===== config.mk =====
export PLATFORM = sky130hd
export DESIGN_NAME = sysret_unit
export DESIGN_NICKNAME = d
export VERILOG_FILES = /design/src/rtl/sysret_pkg.sv /design/src/rtl/sysret_decode.sv /design/src/rtl/sysret_state.sv /design/src/rtl/sysret_resp.sv /design/src/rtl/sysret_unit.sv
export SDC_FILE = /design/constraint.sdc
export NUM_CORES = 1
export LEC_CHECK = 0
export BUFFER_PORTS_ARGS = -buffer_cell sky130_fd_sc_hd__buf_2
export CAP_MARGIN = 25
export CORE_ASPECT_RATIO = 0.9
export CORE_MARGIN = 1.5
export CORE_UTILIZATION = 46
export CTS_BUF_LIST = sky130_fd_sc_hd__clkbuf_4 sky130_fd_sc_hd__clkbuf_8
export DETAILED_ROUTE_END_ITERATION = 10
export GPL_TIMING_DRIVEN = 1
export PLACE_DENSITY = 0.83
export SYNTH_ARGS = -nofsm -noshare
export SYNTH_HDL_FRONTEND = slang
export SYNTH_SLANG_ARGS = --single-unit

===== constraint.sdc =====
create_clock -name clk -period 2.3 [get_ports clk]
set_input_delay 0.115 -clock clk [delete_from_list [all_inputs] [get_ports clk]]
set_output_delay 0.115 -clock clk [all_outputs]
set_load 0.03 [all_outputs]

===== src/rtl/sysret_pkg.sv =====
`timescale 1ns/1ps
package sysret_pkg;

   localparam int STATE_W = 11;

   localparam logic [1:0] PRIV_USER = 2'b00;
   localparam logic [1:0] PRIV_SUPV = 2'b01;
   localparam logic [1:0] PRIV_RSVD = 2'b10;
   localparam logic [1:0] PRIV_MACH = 2'b11;

   localparam logic [6:0]  OPC_SYS   = 7'b1110011;
   localparam logic [11:0] FN_ECALL  = 12'h000;
   localparam logic [11:0] FN_EBREAK = 12'h001;
   localparam logic [11:0] FN_URET   = 12'h002;
   localparam logic [11:0] FN_SRET   = 12'h102;
   localparam logic [11:0] FN_MRET   = 12'h302;

   localparam int CAUSE_ILLEGAL    = 2;
   localparam int CAUSE_BREAK      = 3;
   localparam int CAUSE_ECALL_BASE = 8;

   typedef struct packed {
      logic       uie;
      logic       sie;
      logic       mie;
      logic       upie;
      logic       spie;
      logic       mpie;
      logic       spp;
      logic [1:0] mpp;
      logic [1:0] priv;
   } hart_state_t;

   typedef enum logic [2:0] {
      OP_ECALL,
      OP_EBREAK,
      OP_URET,
      OP_SRET,
      OP_MRET,
      OP_ILLEGAL
   } sys_op_e;

   function automatic logic [1:0] fix_priv(input logic [1:0] p);
      return (p == PRIV_RSVD) ? PRIV_MACH : p;
   endfunction

endpackage


===== src/rtl/sysret_decode.sv =====
`timescale 1ns/1ps
module sysret_decode
   import sysret_pkg::*;
#(
   parameter bit HAS_URET  = 1'b1,
   parameter bit HAS_SMODE = 1'b1
)(
   input  logic [31:0] instr,
   input  logic [1:0]  priv,
   output sys_op_e     op
);

   logic [6:0]  f_opc;
   logic [4:0]  f_rd;
   logic [2:0]  f_fn3;
   logic [4:0]  f_rs1;
   logic [11:0] f_fn12;
   logic        shape_ok;
   logic        hit_ecall;
   logic        hit_ebreak;
   logic        hit_uret;
   logic        hit_sret;
   logic        hit_mret;
   logic        sret_allowed;
   logic        mret_allowed;

   assign f_opc  = instr[6:0];
   assign f_rd   = instr[11:7];
   assign f_fn3  = instr[14:12];
   assign f_rs1  = instr[19:15];
   assign f_fn12 = instr[31:20];

   assign shape_ok = (f_opc == OPC_SYS) && (f_fn3 == 3'd0) &&
                     (f_rd == 5'd0) && (f_rs1 == 5'd0);

   assign hit_ecall  = shape_ok && (f_fn12 == FN_ECALL);
   assign hit_ebreak = shape_ok && (f_fn12 == FN_EBREAK);
   assign hit_mret   = shape_ok && (f_fn12 == FN_MRET);

   generate
      if (HAS_URET) begin : g_uret
         assign hit_uret = shape_ok && (f_fn12 == FN_URET);
      end else begin : g_no_uret
         assign hit_uret = 1'b0;
      end
      if (HAS_SMODE) begin : g_sret
         assign hit_sret = shape_ok && (f_fn12 == FN_SRET);
      end else begin : g_no_sret
         assign hit_sret = 1'b0;
      end
   endgenerate

   assign sret_allowed = (priv != PRIV_USER);
   assign mret_allowed = (priv == PRIV_MACH);

   always_comb begin
      op = OP_ILLEGAL;
      if (hit_ecall)                      op = OP_ECALL;
      else if (hit_ebreak)                op = OP_EBREAK;
      else if (hit_uret)                  op = OP_URET;
      else if (hit_sret && sret_allowed)  op = OP_SRET;
      else if (hit_mret && mret_allowed)  op = OP_MRET;
   end

endmodule


===== src/rtl/sysret_state.sv =====
`timescale 1ns/1ps
module sysret_state
   import sysret_pkg::*;
(
   input  logic        clk,
   input  logic        rst_n,
   input  logic        ld,
   input  hart_state_t ld_val,
   input  logic        apply,
   input  sys_op_e     op,
   output hart_state_t st
);

   hart_state_t st_nx;
   hart_state_t popped;

   always_comb begin
      popped = st;
      case (op)
         OP_URET: begin
            popped.uie  = st.upie;
            popped.upie = 1'b1;
         end
         OP_SRET: begin
            popped.priv = {1'b0, st.spp};
            popped.sie  = st.spie;
            popped.spie = 1'b1;
            popped.spp  = 1'b0;
         end
         OP_MRET: begin
            popped.priv = fix_priv(st.mpp);
            popped.mie  = st.mpie;
            popped.mpie = 1'b1;
            popped.mpp  = PRIV_USER;
         end
         default: popped = st;
      endcase
   end

   always_comb begin
      st_nx = st;
      if (ld) begin
         st_nx      = ld_val;
         st_nx.priv = fix_priv(ld_val.priv);
         st_nx.mpp  = fix_priv(ld_val.mpp);
      end else if (apply) begin
         st_nx = popped;
      end
   end

   always_ff @(posedge clk) begin
      if (!rst_n) begin
         st      <= '0;
         st.priv <= PRIV_MACH;
      end else begin
         st <= st_nx;
      end
   end

endmodule


===== src/rtl/sysret_resp.sv =====
`timescale 1ns/1ps
module sysret_resp
   import sysret_pkg::*;
#(
   parameter int XLEN    = 32,
   parameter int CAUSE_W = 4
)(
   input  logic               clk,
   input  logic               rst_n,
   input  logic               fire,
   input  sys_op_e            op,
   input  logic [1:0]         priv,
   input  logic [31:0]        instr,
   input  logic [XLEN-1:0]    pc,
   input  logic [XLEN-1:0]    uepc,
   input  logic [XLEN-1:0]    sepc,
   input  logic [XLEN-1:0]    mepc,
   output logic               resp_valid,
   output logic [XLEN-1:0]    next_pc,
   output logic               fault_valid,
   output logic [CAUSE_W-1:0] fault_cause,
   output logic [XLEN-1:0]    fault_value
);

   localparam logic [XLEN-1:0] STEP = XLEN'(4);

   logic [XLEN-1:0]    npc_nx;
   logic               flt_nx;
   logic [CAUSE_W-1:0] cause_nx;
   logic [XLEN-1:0]    val_nx;

   always_comb begin
      npc_nx   = pc + STEP;
      flt_nx   = 1'b0;
      cause_nx = '0;
      val_nx   = '0;
      case (op)
         OP_ECALL: begin
            flt_nx   = 1'b1;
            cause_nx = CAUSE_W'(CAUSE_ECALL_BASE) + CAUSE_W'(priv);
         end
         OP_EBREAK: begin
            flt_nx   = 1'b1;
            cause_nx = CAUSE_W'(CAUSE_BREAK);
            val_nx   = pc;
         end
         OP_URET: npc_nx = uepc;
         OP_SRET: npc_nx = sepc;
         OP_MRET: npc_nx = mepc;
         default: begin
            flt_nx   = 1'b1;
            cause_nx = CAUSE_W'(CAUSE_ILLEGAL);
            val_nx   = XLEN'(instr);
         end
      endcase
   end

   always_ff @(posedge clk) begin
      if (!rst_n) begin
         resp_valid  <= 1'b0;
         fault_valid <= 1'b0;
         next_pc     <= '0;
         fault_cause <= '0;
         fault_value <= '0;
      end else begin
         resp_valid  <= fire;
         fault_valid <= fire && flt_nx;
         if (fire) begin
            next_pc     <= npc_nx;
            fault_cause <= cause_nx;
            fault_value <= val_nx;
         end
      end
   end

endmodule


===== src/rtl/sysret_unit.sv =====
`timescale 1ns/1ps
module sysret_unit
   import sysret_pkg::*;
#(
   parameter int XLEN      = 32,
   parameter int CAUSE_W   = 4,
   parameter bit HAS_URET  = 1'b1,
   parameter bit HAS_SMODE = 1'b1
)(
   input  logic               clk,
   input  logic               rst_n,
   input  logic               instr_valid,
   input  logic [31:0]        instr_word,
   input  logic [XLEN-1:0]    cur_pc,
   input  logic [XLEN-1:0]    uepc,
   input  logic [XLEN-1:0]    sepc,
   input  logic [XLEN-1:0]    mepc,
   input  logic               state_ld,
   input  logic [10:0]        state_ld_val,
   output logic               resp_valid,
   output logic [XLEN-1:0]    next_pc,
   output logic               fault_valid,
   output logic [CAUSE_W-1:0] fault_cause,
   output logic [XLEN-1:0]    fault_value,
   output logic [10:0]        state_q
);

   generate
      if (XLEN < 32) begin : g_bad_xlen
         $error("sysret_unit: XLEN must be at least 32");
      end
      if (CAUSE_W < 4) begin : g_bad_cause
         $error("sysret_unit: CAUSE_W must hold cause 11");
      end
      if (STATE_W != 11) begin : g_bad_state
         $error("sysret_unit: state port width mismatch");
      end
   endgenerate

   hart_state_t st;
   sys_op_e     op;
   logic        fire;

   assign fire = instr_valid && !state_ld;

   sysret_decode #(
      .HAS_URET  (HAS_URET),
      .HAS_SMODE (HAS_SMODE)
   ) u_dec (
      .instr (instr_word),
      .priv  (st.priv),
      .op    (op)
   );

   sysret_state u_st (
      .clk    (clk),
      .rst_n  (rst_n),
      .ld     (state_ld),
      .ld_val (hart_state_t'(state_ld_val)),
      .apply  (fire),
      .op     (op),
      .st     (st)
   );

   sysret_resp #(
      .XLEN    (XLEN),
      .CAUSE_W (CAUSE_W)
   ) u_rsp (
      .clk         (clk),
      .rst_n       (rst_n),
      .fire        (fire),
      .op          (op),
      .priv        (st.priv),
      .instr       (instr_word),
      .pc          (cur_pc),
      .uepc        (uepc),
      .sepc        (sepc),
      .mepc        (mepc),
      .resp_valid  (resp_valid),
      .next_pc     (next_pc),
      .fault_valid (fault_valid),
      .fault_cause (fault_cause),
      .fault_value (fault_value)
   );

   assign state_q = st;

endmodule


==> flow_summary.yaml <==
sta:
  tightestPinTransition_ns: 0.719
  rsz0062_at_grt: "no"
  max_freq_mhz: 481
  post-route-period-util_pct: 90.4
  tns_ns: 0
  maxSlewViolCount: 0
  fin_ws_ns: 0.220
  setup_viol: 0
  max_slew_margin_pct: 52.0
  hold_violations: 0
  clock_skew_ns: 0.00402
  layout_min_cycle_time_ns: 2.08
yosys:
  synthesis.area_um2: 4520
  seq_area_frac_synth_pct: 35.5
  synth_edf_count: 0
  ys_top_cells_by_count: "dfxtp_1 (80), a21oi_1 (67), o21ai_0 (67)"
  yosys.area.top_type: "dfxtp_1"
  synth_top_family_by_area: "compound AO/OA/AOI/OAI gates"
  synth_top_area_share_pct: 35.5
  ys_ff_latch: 80
  synth.area.mux_share_pct: 2.13
  avgSynthCellArea_um2: 8.08
  yosysWarnings: 0
  synthAdderAreaFrac_pct: 0.277
  ys_top_cells_by_area: "dfxtp_1 (35%), a21oi_1 (7.4%), o21ai_0 (7.4%), a222oi_1 (5.3%), nand2_1 (3.7%)"
  synthXorXnorAreaFrac_pct: 5.04
  yosys.cell_count.top_type: "dfxtp_1"
  synth_compound_area_share_pct: 31.7
  yosys.cell_types.count: 60
  netlist_instances: 559
  ys.flop_type: "dfxtp_1"
  syn_nets: 735
  ys_async_sr_fraction_pct: 0
  synthSimpleGateAreaFrac_pct: 20.1
placement:
  gp_congestion: 0.923
  dpl_cell_area_um2: 5940
  place_ws_ns: 0.0621
  dp_hpwl_um: 14700
  dp.cells: 914
  io_buffers: 254
detailed_routing:
  drc: 0
  viasPerCell: 6.12
  firstDrtPassIters: 11
  wirelength_um: 18800
  post_drt_wl_per_cell_um: 20.2
  dr_total_vias: 5702
  detail-route-antenna-nets: 0
  drt_iter0_markers: 561
setup_path:
  endpoint_kind: "flip-flop"
  cp_num_buf_inv: 0
  cp_max_fo: 6
  crit_family: "compound AO/OA/AOI/OAI gates"
  startpoint_type: "flip-flop"
  cpMaxStageDelayCell: "a211oi_1"
  crit_required_ns: 2.55
  reg2regPathDepth: 6
  worstPathCellList: "a21bo_2 > nand2_1 > a211oi_1 > o21ai_1 > a221oi_1 > nor2_1"
  critical_path.max_stage_delay_ns: 0.50
  arrival_ns: 2.33
  cp_num_cells: 6
  critical_path_class: "reg2reg"
clock_tree:
  cts_setup_buffers: 0
  cts_tree: "yes"
  ctsRootBufferMaster: "clkbuf_8"
  cts.clk_slew.worst_paths_ns: 0.09
  cts.sinks: 80
  clk_latency_ns: 0.36
  numCtsBuffers: 9
  clockBufferDepth: 2
  h-tree-depth: 3
finish:
  final_cell_area_um2: 6180
  multi_input_area_um2: 2700
  fillers: 927
  nNetsFinal: 976
  instances_no_fill: 932
  drive_gt1_share_pct: 38.0
  seq_area_um2: 1600
  synthToLayoutAreaGrowth_pct: 37.0
global_routing:
  grt_overflow_total: 0
  grt_max_degree: 51
  grtUsageMet2_pct: 58.1
  grt_pass1_wl_um: 29000
  gr-usage-met3_pct: 8.36
  grt_use_total_pct: 35.5
  grt_busiest_layer: "met2"
  first_global_vias: 5446
  met1_usage_pct: 46.9
  antenna_found_initial: 0
min_path:
  hold_class: "in2reg"
  hold_path_depth: 3
die:
  pin_count: 256
  die_h_um: 97.0
  core_area_um2: 9610
  start_util_pct: 47.0
  dieArea_um2: 10400
  num_rows: 34
  die_width_um: 107
pwr:
  totalPowerFinal_mw: 3.54
  powerDensity_nw_per_um2: 572
  p_leak_nw: 2.77
  ir_drop_mv: 0.358
run_status:
  run_status: "finished clean"
job:
  maxCapViolCount: 0
==> power by group <==
group / switching [mW] / internal, mW
Combinational: 0.512 / 0.289
Sequential: 0.0502 / 1.47
Clock: 0.572 / 0.648
==> cell type report <==
| cell class | instances | share of cell area [%] |
|---|---|---|
| clock inverters | 6 | 1.48 |
| repair buffers | 277 | 23.8 |
| diodes | 1 | 0.0405 |
| inverters | 6 | 0.364 |
| well taps | 126 | 2.55 |
| multi-input cells | 426 | 43.7 |
| flip-flops and latches | 80 | 25.9 |
| clock buffers | 10 | 2.23 |
==> placed cells by master (no fill, tap or decap), types with 4 or more instances in the layout <==
cell and instances:
a21oi_1 67, nand4_1 12, a222oi_1 24, xnor2_1 12, dfxtp_1 80, mux2i_1 7
and4_1 7, and2_1 6, nand3_1 27, nand2_1 45, xor2_1 14, o2111a_1 7
a21boi_0 4, o31ai_1 5, o21ai_0 67, and3_1 9, a22oi_1 4, or4_1 4
nor4_1 8, nor3_1 7, a221oi_1 8, clkbuf_8 10, nor2_1 26, buf_2 254
buf_4 20, a31oi_1 8, inv_1 6
==> through the flow <==
stage | hold slack, ns | util [%]
2_1_floorplan | 0.254 | -
6_report | 0.0159 | 64.3
3_5_place_dp | 0.367 | 61.8
5_1_grt | 0.0185 | 64.3
4_1_cts | 0.0100 | 64.3
3_3_place_gp | 0.361 | 61.8
==> repair_timing <==
action,CTS,global route
hold endpoints to repair,1,0
gates resized for setup,0,0
hold buffers,1,0
==> state kept, by name (all words and copies together) (netlist names) <==
register and cells:
u_rsp.fault_cause 3, u_rsp.fault_valid 1, u_rsp.fault_value 32, u_rsp.next_pc 32, u_rsp.resp_valid 1, u_st.st 11
==> metal layers <==
layer | wire, um | vias up
met2 | 8900 | 382
met1 | 7780 | 2663
met5 | 0 | -
li1 | - | 2626
met3 | 1850 | 31
met4 | 320 | 0
==> path summary, 6_finish.rpt <==
| check | start | endpoint | slack, ns |
|---|---|---|---|
| hold reg to reg | u_rsp.next_pc[1]$_SDFFE_PN0P_ | u_rsp.next_pc[1]$_SDFFE_PN0P_ | 0.47 |
| setup reg to reg | u_st.st[0]$_SDFFE_PN1P_ | u_rsp.fault_value[4]$_SDFFE_PN0P_ | 0.22 |
| setup / recovery | u_st.st[0]$_SDFFE_PN1P_ | u_rsp.fault_value[4]$_SDFFE_PN0P_ | 0.22 |
| hold / removal | state_ld_val[4] | u_st.st[4]$_SDFFE_PN0P_ | 0.02 |
==> kinds of logic after synthesis <==
| kind of cell | Yosys count |
|---|---|
| flops | 80 |
| simple gates | 170 |
| xor+xnor | 26 |
| compound gates | 219 |
| fa+ha+maj | 1 |
| mux | 9 |
| other cells | 1 |
| buf+inv | 53 |
==> tightest hold or removal path, stage by stage <==
cell	delay [ns]
buf_2	0.10
nand2_1	0.05
a21boi_0	0.07
(Power assumes the default switching activity.)
